## config.mk

```make
export PLATFORM = sky130hd
export DESIGN_NAME = stamp_counter64
export DESIGN_NICKNAME = d
export VERILOG_FILES = /design/src/rtl/stamp_pkg.sv /design/src/rtl/stamp_decode.sv /design/src/rtl/stamp_count.sv /design/src/rtl/stamp_track.sv /design/src/rtl/stamp_counter64.sv
export SDC_FILE = /design/constraint.sdc
export NUM_CORES = 1
export LEC_CHECK = 0
export ABC_AREA = 1
export BUFFER_PORTS_ARGS = -buffer_cell sky130_fd_sc_hd__buf_2
export CAP_MARGIN = 10
export CELL_PAD_IN_SITES_DETAIL_PLACEMENT = 1
export CELL_PAD_IN_SITES_GLOBAL_PLACEMENT = 1
export CORE_MARGIN = 2
export CORE_UTILIZATION = 43
export CTS_BUF_LIST = sky130_fd_sc_hd__clkbuf_4
export DETAILED_ROUTE_END_ITERATION = 10
export PLACE_DENSITY_LB_ADDON = 0.1
export REMOVE_ABC_BUFFERS = 1
export SLEW_MARGIN = 30
export SYNTH_ARGS = -nofsm -noshare
export SYNTH_HDL_FRONTEND = slang
export SYNTH_SLANG_ARGS = --single-unit
```

## constraint.sdc

```tcl
create_clock -name clk -period 3.19 [get_ports clk]
set_clock_uncertainty 0.2 [all_clocks]
set_input_delay 0.638 -clock clk [delete_from_list [all_inputs] [get_ports clk]]
set_output_delay 0.638 -clock clk [all_outputs]
set_load 0.02 [all_outputs]
```

## src/rtl/stamp_pkg.sv

```systemverilog
package stamp_pkg;

   // Decoded single-cycle register access.
   typedef struct packed {
      logic rd_ctrl;
      logic rd_lo;
      logic rd_hi;
      logic wr_ctrl;
      logic wr_any;
   } stamp_acc_t;

   localparam int unsigned STAMP_HALVES = 2;

endpackage

```

## src/rtl/stamp_decode.sv

```systemverilog
module stamp_decode
   import stamp_pkg::*;
#(
   parameter int unsigned ADDR_W    = 12,
   parameter int unsigned CTRL_ADDR = 32'h103,
   parameter int unsigned LO_ADDR   = 32'h104,
   parameter int unsigned HI_ADDR   = 32'h105
) (
   input  logic              sel,
   input  logic              we,
   input  logic [ADDR_W-1:0] addr,
   output stamp_acc_t        acc
);

   localparam logic [ADDR_W-1:0] A_CTRL = ADDR_W'(CTRL_ADDR);
   localparam logic [ADDR_W-1:0] A_LO   = ADDR_W'(LO_ADDR);
   localparam logic [ADDR_W-1:0] A_HI   = ADDR_W'(HI_ADDR);

   logic rd;
   logic hit_ctrl;

   assign rd       = sel & ~we;
   assign hit_ctrl = (addr == A_CTRL);

   always_comb begin
      acc         = '0;
      acc.rd_ctrl = rd & hit_ctrl;
      acc.rd_lo   = rd & (addr == A_LO);
      acc.rd_hi   = rd & (addr == A_HI);
      acc.wr_ctrl = sel & we & hit_ctrl;
      acc.wr_any  = sel & we;
   end

endmodule

```

## src/rtl/stamp_count.sv

```systemverilog
module stamp_count #(
   parameter int unsigned CNT_W        = 64,
   parameter bit          SPLIT_HALVES = 1'b1
) (
   input  logic             clk,
   input  logic             rst_n,
   input  logic             en,
   output logic [CNT_W-1:0] cnt_o,
   output logic             carry_o
);

   localparam int unsigned HALF_W = CNT_W / 2;

   // A carry into the upper half happens on this edge.
   assign carry_o = en & (&cnt_o[HALF_W-1:0]);

   generate
      if (SPLIT_HALVES) begin : g_split
         logic [stamp_pkg::STAMP_HALVES-1:0] step;
         assign step[0] = en;
         assign step[1] = carry_o;

         for (genvar k = 0; k < stamp_pkg::STAMP_HALVES; k++) begin : g_slice
            logic [HALF_W-1:0] q;
            always_ff @(posedge clk) begin
               if (!rst_n)
                  q <= '0;
               else if (step[k])
                  q <= q + 1'b1;
            end
            assign cnt_o[k*HALF_W +: HALF_W] = q;
         end
      end else begin : g_wide
         logic [CNT_W-1:0] q;
         always_ff @(posedge clk) begin
            if (!rst_n)
               q <= '0;
            else if (en)
               q <= q + 1'b1;
         end
         assign cnt_o = q;
      end
   endgenerate

   // one step per enabled clock, wrapping
   a_r3_step : assert property (@(posedge clk) disable iff (!rst_n)
      en |=> (cnt_o == $past(cnt_o) + 1'b1));

   // stopped counter holds
   a_r2_hold : assert property (@(posedge clk) disable iff (!rst_n)
      !en |=> $stable(cnt_o));

   // upper half moves only after a reported carry
   a_r4_upper_moves_on_carry : assert property (@(posedge clk) disable iff (!rst_n)
      !carry_o |=> $stable(cnt_o[CNT_W-1:HALF_W]));

endmodule

```

## src/rtl/stamp_track.sv

```systemverilog
module stamp_track
   import stamp_pkg::*;
(
   input  logic       clk,
   input  logic       rst_n,
   input  stamp_acc_t acc,
   input  logic       carry,
   output logic       flag_o
);

   logic armed;
   logic spoiled;

   always_ff @(posedge clk) begin
      if (!rst_n) begin
         armed   <= 1'b0;
         spoiled <= 1'b0;
         flag_o  <= 1'b0;
      end else if (acc.rd_lo) begin
         armed   <= 1'b1;
         spoiled <= carry;
         flag_o  <= 1'b0;
      end else if (acc.rd_hi) begin
         flag_o  <= armed & ~spoiled;
         armed   <= 1'b0;
         spoiled <= 1'b0;
      end else if (acc.rd_ctrl) begin
         flag_o  <= 1'b0;
         armed   <= 1'b0;
         spoiled <= 1'b0;
      end else if (armed & (carry | acc.wr_any)) begin
         spoiled <= 1'b1;
      end
   end

   // orphan high read never reports success
   a_r6_orphan_high : assert property (@(posedge clk) disable iff (!rst_n)
      (acc.rd_hi && !armed) |=> !flag_o);

   // control read consumes the result
   a_r6_ctrl_consumes : assert property (@(posedge clk) disable iff (!rst_n)
      acc.rd_ctrl |=> (!flag_o && !armed));

   // a write inside the window spoils it
   a_r5_write_spoils : assert property (@(posedge clk) disable iff (!rst_n)
      (armed && acc.wr_any) |=> spoiled);

   // a carry inside the window spoils it
   a_r4_carry_spoils : assert property (@(posedge clk) disable iff (!rst_n)
      (armed && carry && !acc.rd_hi && !acc.rd_ctrl) |=> spoiled);

   // success appears only right after a high read
   a_r4_flag_after_high : assert property (@(posedge clk) disable iff (!rst_n)
      $rose(flag_o) |-> $past(acc.rd_hi));

endmodule

```

## src/rtl/stamp_counter64.sv

```systemverilog
module stamp_counter64
   import stamp_pkg::*;
#(
   parameter int unsigned CNT_W        = 64,
   parameter int unsigned DATA_W       = 32,
   parameter int unsigned ADDR_W       = 12,
   parameter int unsigned CTRL_ADDR    = 32'h103,
   parameter int unsigned LO_ADDR      = 32'h104,
   parameter int unsigned HI_ADDR      = 32'h105,
   parameter bit          SPLIT_HALVES = 1'b1
) (
   input  logic              clk,
   input  logic              rst_n,
   input  logic              reg_sel,
   input  logic              reg_we,
   input  logic [ADDR_W-1:0] reg_addr,
   input  logic [DATA_W-1:0] reg_wdata,
   output logic [DATA_W-1:0] reg_rdata
);

   localparam int unsigned HALF_W   = CNT_W / 2;
   localparam int unsigned FLAG_BIT = DATA_W - 1;

   initial begin
      if (CNT_W % 2 != 0 || CNT_W < 2)
         $error("stamp_counter64: CNT_W must be even and at least 2");
      if (HALF_W > DATA_W)
         $error("stamp_counter64: half of CNT_W must fit in DATA_W");
      if (DATA_W < 2)
         $error("stamp_counter64: DATA_W must be at least 2");
      if (CTRL_ADDR == LO_ADDR || CTRL_ADDR == HI_ADDR || LO_ADDR == HI_ADDR)
         $error("stamp_counter64: register addresses must differ");
      if (ADDR_W < 32 && (CTRL_ADDR >> ADDR_W != 0 || LO_ADDR >> ADDR_W != 0 ||
                          HI_ADDR >> ADDR_W != 0))
         $error("stamp_counter64: address does not fit ADDR_W");
   end

   stamp_acc_t       acc;
   logic             en_q;
   logic [CNT_W-1:0] cnt;
   logic             carry;
   logic             flag;

   stamp_decode #(
      .ADDR_W    (ADDR_W),
      .CTRL_ADDR (CTRL_ADDR),
      .LO_ADDR   (LO_ADDR),
      .HI_ADDR   (HI_ADDR)
   ) u_decode (
      .sel  (reg_sel),
      .we   (reg_we),
      .addr (reg_addr),
      .acc  (acc)
   );

   always_ff @(posedge clk) begin
      if (!rst_n)
         en_q <= 1'b0;
      else if (acc.wr_ctrl)
         en_q <= reg_wdata[0];
   end

   stamp_count #(
      .CNT_W        (CNT_W),
      .SPLIT_HALVES (SPLIT_HALVES)
   ) u_count (
      .clk     (clk),
      .rst_n   (rst_n),
      .en      (en_q),
      .cnt_o   (cnt),
      .carry_o (carry)
   );

   stamp_track u_track (
      .clk    (clk),
      .rst_n  (rst_n),
      .acc    (acc),
      .carry  (carry),
      .flag_o (flag)
   );

   always_comb begin
      reg_rdata = '0;
      if (acc.rd_ctrl) begin
         reg_rdata[FLAG_BIT] = flag;
         reg_rdata[0]        = en_q;
      end else if (acc.rd_lo) begin
         reg_rdata[HALF_W-1:0] = cnt[HALF_W-1:0];
      end else if (acc.rd_hi) begin
         reg_rdata[HALF_W-1:0] = cnt[CNT_W-1:HALF_W];
      end
   end

   logic unused_wdata;
   assign unused_wdata = ^reg_wdata[DATA_W-1:1];

   // enable follows control writes
   a_r2_enable_write : assert property (@(posedge clk) disable iff (!rst_n)
      acc.wr_ctrl |=> (en_q == $past(reg_wdata[0])));

   // count-half writes leave the enable alone
   a_r7_enable_kept : assert property (@(posedge clk) disable iff (!rst_n)
      !acc.wr_ctrl |=> $stable(en_q));

   // no read strobe means zero read data
   a_r7_idle_zero : assert property (@(posedge clk) disable iff (!rst_n)
      !(acc.rd_ctrl || acc.rd_lo || acc.rd_hi) |-> (reg_rdata == '0));

endmodule

```

; ---- Word level (Yosys, flattened, before mapping)
; Cells that the tools add are included.
[word_totals]
word_cells = 42
ff_bits = 68
out_inout_bits = 32
[op_classes]
mux = 13
bitwise = 13
n_reduce_logical = 5
eq_ne = 3
addsub = 2
[ops]
columns = operator, count
row1 = "32-bit by 1-bit adder with 32-bit output, second input constant", 2
row2 = 32-bit 2-to-1 mux, 2
row3 = "12-bit by 9-bit equality test with 1-bit output, second input constant", 3
row4 = 32-bit AND reduction, 1
row5 = 30-bit 2-to-1 mux, 1
row6 = 1-bit 2-to-1 mux, 10
row7 = 1-bit AND, 9
row8 = 4-bit nonzero test, 1
row9 = 1-bit NOT, 3
row10 = 3-bit nonzero test, 1
row11 = 2-bit nonzero test, 1
row12 = 2-bit OR reduction, 1
row13 = 1-bit OR, 1

; ---- Logic depth before layout (Yosys ltp)
; Gate-level depths: netlist of the first run.
[logic_depth]
word_depth = 8
mapped_depth = 12
depth_no_buf = 10

; ---- Modules after synthesis
; A second synthesis of the first run with hierarchy kept.
[unflattened]
cells_unflattened = 742
area_unflattened_um2 = 4740.8
[modules_own_cells]
columns = mod, cells_per_inst, n_inst, area_each_um2
row1 = stamp_count, 576, 1, 3607.2
row2 = stamp_counter64, 123, 1, 892.1
row3 = stamp_track, 19, 1, 136.4
row4 = stamp_decode, 24, 1, 105.1

; ---- Worst setup path before layout of the first run
; OpenSTA, ideal clock, no wires.
[synth_timing]
path_type = in2out
from = input reg_addr[7]
to = output reg_rdata[17]
path_buffers = 1
path_slack_ns = 0.406
arrival_time_ns = 1.946
t_required_ns = 2.352
cell_stages = 8
cell_sequence = nor2_1 nand2_1 nor2_2 nand2_1 nor2_4 nand2_2 buf_2 o21ai_0
[synth_via]
elab_chain_len = 5
[synth_rtl]
columns = element, line
row1 = from (decl), stamp_counter64.sv:16  ; input logic [ADDR_W-1:0] reg_addr,
row2 = 12-bit by 9-bit equality test with 1-bit output, stamp_decode.sv:29  ; acc.rd_hi = rd & (addr == A_HI);
row3 = 1-bit AND, stamp_decode.sv:29
row4 = 32-bit 2-to-1 mux, stamp_counter64.sv:89  ; end else if (acc.rd_hi) begin
row5 = 32-bit 2-to-1 mux, stamp_counter64.sv:87  ; end else if (acc.rd_lo) begin
row6 = 30-bit 2-to-1 mux *, stamp_counter64.sv:84  ; if (acc.rd_ctrl) begin
row7 = to (decl), stamp_counter64.sv:18  ; output logic [DATA_W-1:0] reg_rdata
; Every way passes the cells marked *; elsewhere a longest branch is shown, timed or not.

; ---- Worst setup path after layout of the first run
[layout_timing]
from = input reg_addr[7]
to = output reg_rdata[13]
; Same word-level chain as after synthesis.

==> results_dict.tcl, run 1 <==
set metrics [dict create \
    status "completed" \
    start_kind "input pin" \
    hold_start "reg_wdata[0]" \
    chipWidth_um 106 \
    routed_wl_mm 15.5 \
    gp_congestion 0.907 \
    grt-ovfl-total 0 \
    dp_hpwl_mm 12.3 \
    startpoint "reg_addr[7]" \
    num_rows 37 \
    drtIter0Drc 247 \
    setup_viol 0 \
    cpMaxStageDelayCell "nand2_2" \
    num_vias 5066 \
    cts-hold-fix-buffers 0 \
    synth_seq_cells 68 \
    clkPwrFrac_pct 35.3 \
    power.density_mw_per_mm2 281 \
    hp-class "input pin to flop" \
    post-route-drc-count 0 \
    drive_above_1_share_pct 12.3 \
    max_freq_mhz 340 \
    r2r-start "u_count.g_split.g_slice[0].q[0]" \
    gr-usage-all-layers_pct 29.5 \
    fin_crit_ns 2.94 \
    ys_seq_area_share_pct 30.5 \
    core_region_area_mm2 0.0102 \
    crit_path_frequent_cell "nand2_1" \
    min_period_over_period_pct 92.2 \
    cts_buffer_depth 2 \
    post_synth_num_cell_types 36 \
    cp_num_buf_inv 4 \
    clock-sinks 68 \
    synth.cell_area_mm2 0.00446 \
    synth.avg_cell_area_um2 5.93 \
    worstPathMaxFanout 12 \
    antenna_found_initial 0 \
    end_kind "output pin" \
    postCtsSetupRepairBufs 0 \
    nNetsFinal 850 \
    yosysWarnings 0 \
    grt_max_degree 38 \
    crit_family "simple AND/OR/NAND/NOR gates" \
    whs_path_depth 3 \
    utilization_pct 48.2 \
    worst_pin_slew_ns 0.876 \
    dr.pass1.iters 5 \
    grt_pass1_vias 5242 \
    holdWs_ns 0.238 \
    sequentialPowerShare_pct 61.6 \
    comb_power_share_pct 3.1 \
    clk_pin_slew_ns 0.12 \
    tritoncts "yes" \
    grt_pass1_wl_mm 25.6 \
    p_leak_nw 1.82 \
    rr_worst_depth 9 \
    maxCapViolations 0 \
    area_growth_syn_to_layout_pct 10.0 \
    ant_nets 0 \
    ioPinCount 80 \
    hold_violations 0 \
    post_cts_resized 0 \
    clock-root-buffer "clkbuf_4" \
    crit_cells 12 \
    rsz0062_at_grt "no" \
    cp.required_ns 2.35 \
    via_per_inst 5.39 \
    switchingPower_w 0.000364 \
    portBuffers 48 \
    fin_tns_setup_ns 0 \
    fillerInstances 1500 \
    die_h_um 106 \
    critical_path_class "input pin to output pin" \
    die_area_mm2 0.0112 \
    insertion_delay_ns 0.48 \
    arrival_ns 2.10 \
    synthCells 753 \
    p_sw_share_pct 26.4 \
    start_util_pct 43.8 \
    relSlewSlack_pct 41.5 \
    diodes 0 \
    cpPeakStageDelay_ns 0.18 \
    internal-power_w 0.00101 \
    h-tree-depth 3 \
    peakVddDrop_v 0.000163 \
    numCtsBuffers 9 \
    wl_per_cell_um 16.5 \
    cp_cell_sequence "buf_2 > nor2_1 > nand2_1 > nor2_2 > nand2_1 > nor2_4 > nand2_2 > inv_2 > buf_4 > nand2_1 > nand2_1 > buf_2" \
    drv_slew 0 \
]
## area by class of cell
type                            count  area, um2  share of cell area [%]
Clock buffer                       10       75.1                    1.53
Clock inverter                      5       20.0                   0.408
Inverter                           89        339                    6.90
Multi-Input combinational cell    578       2660                    54.2
Sequential cell                    68       1360                    27.7
Tap cell                          136        170                    3.46
Timing Repair Buffer               54        285                    5.81
## power groups by stage
stage	logic [W]	clock network [W]	registers (W)
after floorplan	0.0000177	0	0.000868
after global placement	0.0000412	0	0.000868
after detailed placement	0.0000431	0	0.000868
after CTS	0.0000431	0.000501	0.000849
after global routing	0.0000482	0.000532	0.000849
final	0.0000432	0.000487	0.000849
## state kept, by name (all words and copies together), names as in the netlist
name,count
u_track.flag_o,1
u_count.g_split.g_slice.q,64
u_track.armed,1
u_track.spoiled,1
en_q,1
## worst min-delay path: stages
cell	delay, ns
buf_2	0.07
o21ai_0	0.07
a21oi_1	0.11
## cells in the final DEF (no fill, tap or decap), types with 13 or more instances in the layout
cell and instances:
nor2_1 133, nor3_1 17, nand3_1 50, inv_1 85
buf_2 48, o22ai_1 13, dfxtp_1 68, nand2_1 231
o21ai_0 34, a21oi_1 38
## logic make-up after synthesis
logic type / Yosys count / synth area share (%)
adders and majority gates: 2 / 0.560
buffers and inverters: 107 / 9.89
DFF: 68 / 30.5
xor gates and xnor gates: 13 / 2.55
and+or+nand+nor: 461 / 43.5
AOI/OAI and AO/OA: 102 / 13.0
## metal layers
layer	up-vias	wire length (um)	GRT usage [%]
met5	-	0	0
met3	29	497	6.68
li1	2479	-	-
met1	2483	6550	34.0
met4	0	365	9.68
met2	75	8130	53.8
## through the flow
step	power, W	area (um2)	std cells	setup WS (ns)
detailed placement	0.000911	4820	925	0.243
global route	0.00143	4910	940	0.0574
CTS	0.00139	4910	940	0.245
finish	0.00138	4910	940	0.247
global placement	0.000909	4820	925	0.280
floorplan	0.000886	4360	735	0.393
## cells in the mapped netlist
cell | count | area, um2
o21ai_0 | 34 | 170
o21ai_2 | 1 | 8.76
nor2_2 | 8 | 50.1
buf_6 | 2 | 22.5
a21oi_2 | 7 | 61.3
dfxtp_1 | 68 | 1360
nor2_1 | 133 | 499
clkinv_1 | 1 | 3.75
a211oi_1 | 1 | 7.51
xor2_1 | 12 | 105
nor3_2 | 1 | 10.0
xnor2_1 | 1 | 8.76
clkbuf_1 | 7 | 26.3
ha_1 | 2 | 25.0
a31o_2 | 1 | 8.76
o21ai_1 | 2 | 10.0
nor3_1 | 17 | 85.1
clkinv_4 | 1 | 8.76
o21bai_1 | 2 | 15.0
a31oi_1 | 1 | 6.26
nand3_1 | 50 | 250
a21oi_1 | 38 | 190
nand4_1 | 9 | 56.3
inv_2 | 2 | 7.51
buf_1 | 1 | 3.75
nor2_4 | 6 | 67.6
nand2_1 | 231 | 867
nand3_4 | 1 | 17.5
buf_2 | 4 | 20.0
o22ai_1 | 13 | 81.3
nand2_4 | 1 | 11.3
nor3b_1 | 1 | 7.51
inv_1 | 85 | 319
o21bai_2 | 2 | 22.5
nand2_2 | 3 | 18.8
buf_4 | 4 | 30.0
## final timing paths
| path | endpoint | slack (ns) |
|---|---|---|
| setup / recovery | reg_rdata[13] | 0.25 |
| hold / removal | en_q | 0.24 |
| setup reg to reg | u_count.g_split.g_slice[1].q[31] | 0.99 |
| hold reg to reg | u_track.flag_o | 0.28 |
Power figures use the tool's default switching activity.
==> run 2: changes to the inputs <==
Settings changed: CORE_ASPECT_RATIO from default to 1.5.
==> results_dict.tcl, run 2 (synthesis results as in run 1) <==
set metrics [dict create \
    status "completed" \
    r2r_slack_ns 0.96 \
    cp.required_ns 2.35 \
    grt_pass1_wl_mm 25.6 \
    clkPwrFrac_pct 39.1 \
    clock-root-buffer "clkbuf_4" \
    ioPinCount 80 \
    cts_buffer_depth 2 \
    num_rows 45 \
    dp_hpwl_mm 12.9 \
    regMostFlops "u_count.g_split.g_slice.q" \
    ant_nets 0 \
    power.density_mw_per_mm2 298 \
    relSlewSlack_pct 43.7 \
    wl_per_cell_um 17.3 \
    internal-power_w 0.00111 \
    die_area_mm2 0.0112 \
    post_cts_resized 0 \
    clk_pin_slew_ns 0.11 \
    clock-sinks 68 \
    arrival_ns 2.16 \
    routed_wl_mm 16.0 \
    layout_commonest_cell "nand2_1" \
    drv_slew 0 \
    num_vias 5029 \
    drive_above_1_share_pct 12.6 \
    tritoncts "yes" \
    chipWidth_um 87.2 \
    fin_tns_setup_ns 0 \
    crit_cells 11 \
    p_sw_share_pct 24.4 \
    min_to "en_q" \
    numCtsBuffers 9 \
    maxCapViolations 0 \
    insertion_delay_ns 0.46 \
    nNetsFinal 849 \
    layout_common_cells "nand2_1 (231), nor2_1 (133), inv_1 (85), dfxtp_1 (68), nand3_1 (50)" \
    largest_register_ff_count 64 \
    max_freq_mhz 333 \
    regToRegEndpoint "u_count.g_split.g_slice[1].q[2]" \
    hold_violations 0 \
    critical_path_class "input pin to output pin" \
    post-route-drc-count 0 \
    portBuffers 48 \
    start_kind "input pin" \
    worst_pin_slew_ns 0.843 \
    cts-hold-fix-buffers 0 \
    crit_family "simple AND/OR/NAND/NOR gates" \
    worstPathMaxFanout 13 \
    start_util_pct 44.0 \
    hold_start "reg_wdata[0]" \
    cp_num_buf_inv 3 \
    finalPower_w 0.00147 \
    p_leak_nw 1.83 \
    grt-ovfl-total 0 \
    grt_pass1_vias 5255 \
    end_kind "output pin" \
    fin_crit_ns 3.00 \
    gr-usage-all-layers_pct 29.7 \
    setup_viol 0 \
    sequentialPowerShare_pct 57.9 \
    hp-class "input pin to flop" \
    cp_cell_sequence "buf_2 > nor2_1 > nand2_1 > nor2_2 > nand2_1 > nor2_4 > nand2_2 > inv_4 > nand2_1 > o21ai_0 > buf_2" \
    cpMaxStageDelayCell "buf_2" \
    antenna_found_initial 1 \
    gp_congestion 0.928 \
    core_region_area_mm2 0.0101 \
    comb_power_share_pct 3.0 \
    die_h_um 129 \
    r2r-start "en_q" \
    dr.pass1.iters 4 \
    peakVddDrop_v 0.000161 \
    min_period_over_period_pct 94.1 \
    via_per_inst 5.47 \
    switchingPower_w 0.000358 \
    whs_path_depth 3 \
    rsz0062_at_grt "no" \
    area_growth_syn_to_layout_pct 10.1 \
    h-tree-depth 3 \
    drtIter0Drc 188 \
    rr_worst_depth 9 \
    grt_max_degree 38 \
    cpPeakStageDelay_ns 0.23 \
    postCtsSetupRepairBufs 0 \
    crit_path_frequent_cell "nand2_1" \
]
## run 2: worst max path at each step
stage                 from             to  slack, ns
2_1_floorplan  reg_addr[7]  reg_rdata[19]       0.39
5_1_grt        reg_addr[7]  reg_rdata[30]       0.02
3_3_place_gp   reg_addr[7]  reg_rdata[20]       0.22
4_1_cts        reg_addr[7]  reg_rdata[20]       0.14
3_5_place_dp   reg_addr[7]  reg_rdata[20]       0.14
6_report       reg_addr[7]  reg_rdata[20]       0.19
## run 2: power groups by stage
stage	clock network (W)	logic, W	registers (W)
4_1_cts	0.000582	0.0000440	0.000849
2_1_floorplan	0	0.0000177	0.000868
6_report	0.000574	0.0000435	0.000849
5_1_grt	0.000614	0.0000484	0.000849
3_5_place_dp	0	0.0000439	0.000868
3_3_place_gp	0	0.0000413	0.000868
## run 2: layer usage
layer | routed length [um] | global-route usage, % | vias up | part of all wire (%)
met4 | 890 | 19.3 | 0 | 5.6
met3 | 341 | 2.63 | 50 | 2.1
met1 | 6040 | 31.6 | 2425 | 38
li1 | - | - | 2475 | -
met2 | 8680 | 54.4 | 79 | 54
met5 | 0 | 0 | - | 0
## run 2: area by class of cell
class / instances / area [um2]
fillers: 1462 / 5220
multi-input cells: 578 / 2660
flip-flops and latches: 68 / 1360
inverters: 89 / 342
repair buffers: 53 / 278
well taps: 117 / 146
clock buffers: 11 / 82.6
clock inverters: 3 / 40.0
diodes: 1 / 2.50
## run 2: metrics by stage
| step | instance area (um2) | hold WS, ns | setup WS [ns] | instances | util, % |
|---|---|---|---|---|---|
| finish | 4910 | 0.281 | 0.188 | 920 | 48.5 |
| global route | 4910 | 0.303 | 0.0239 | 920 | 48.5 |
| CTS | 4910 | 0.260 | 0.139 | 919 | 48.4 |
| detailed placement | 4790 | 0.274 | 0.144 | 905 | 47.2 |
| global placement | 4790 | 0.244 | 0.216 | 905 | 47.2 |
| floorplan | 4360 | 0.235 | 0.393 | 735 | - |
## run 2: tightest hold or removal path: cells and delay by family
kind	cells	cell delay, ns
AOI/OAI and AO/OA	2	0.18
buffers and inverters	1	0.07
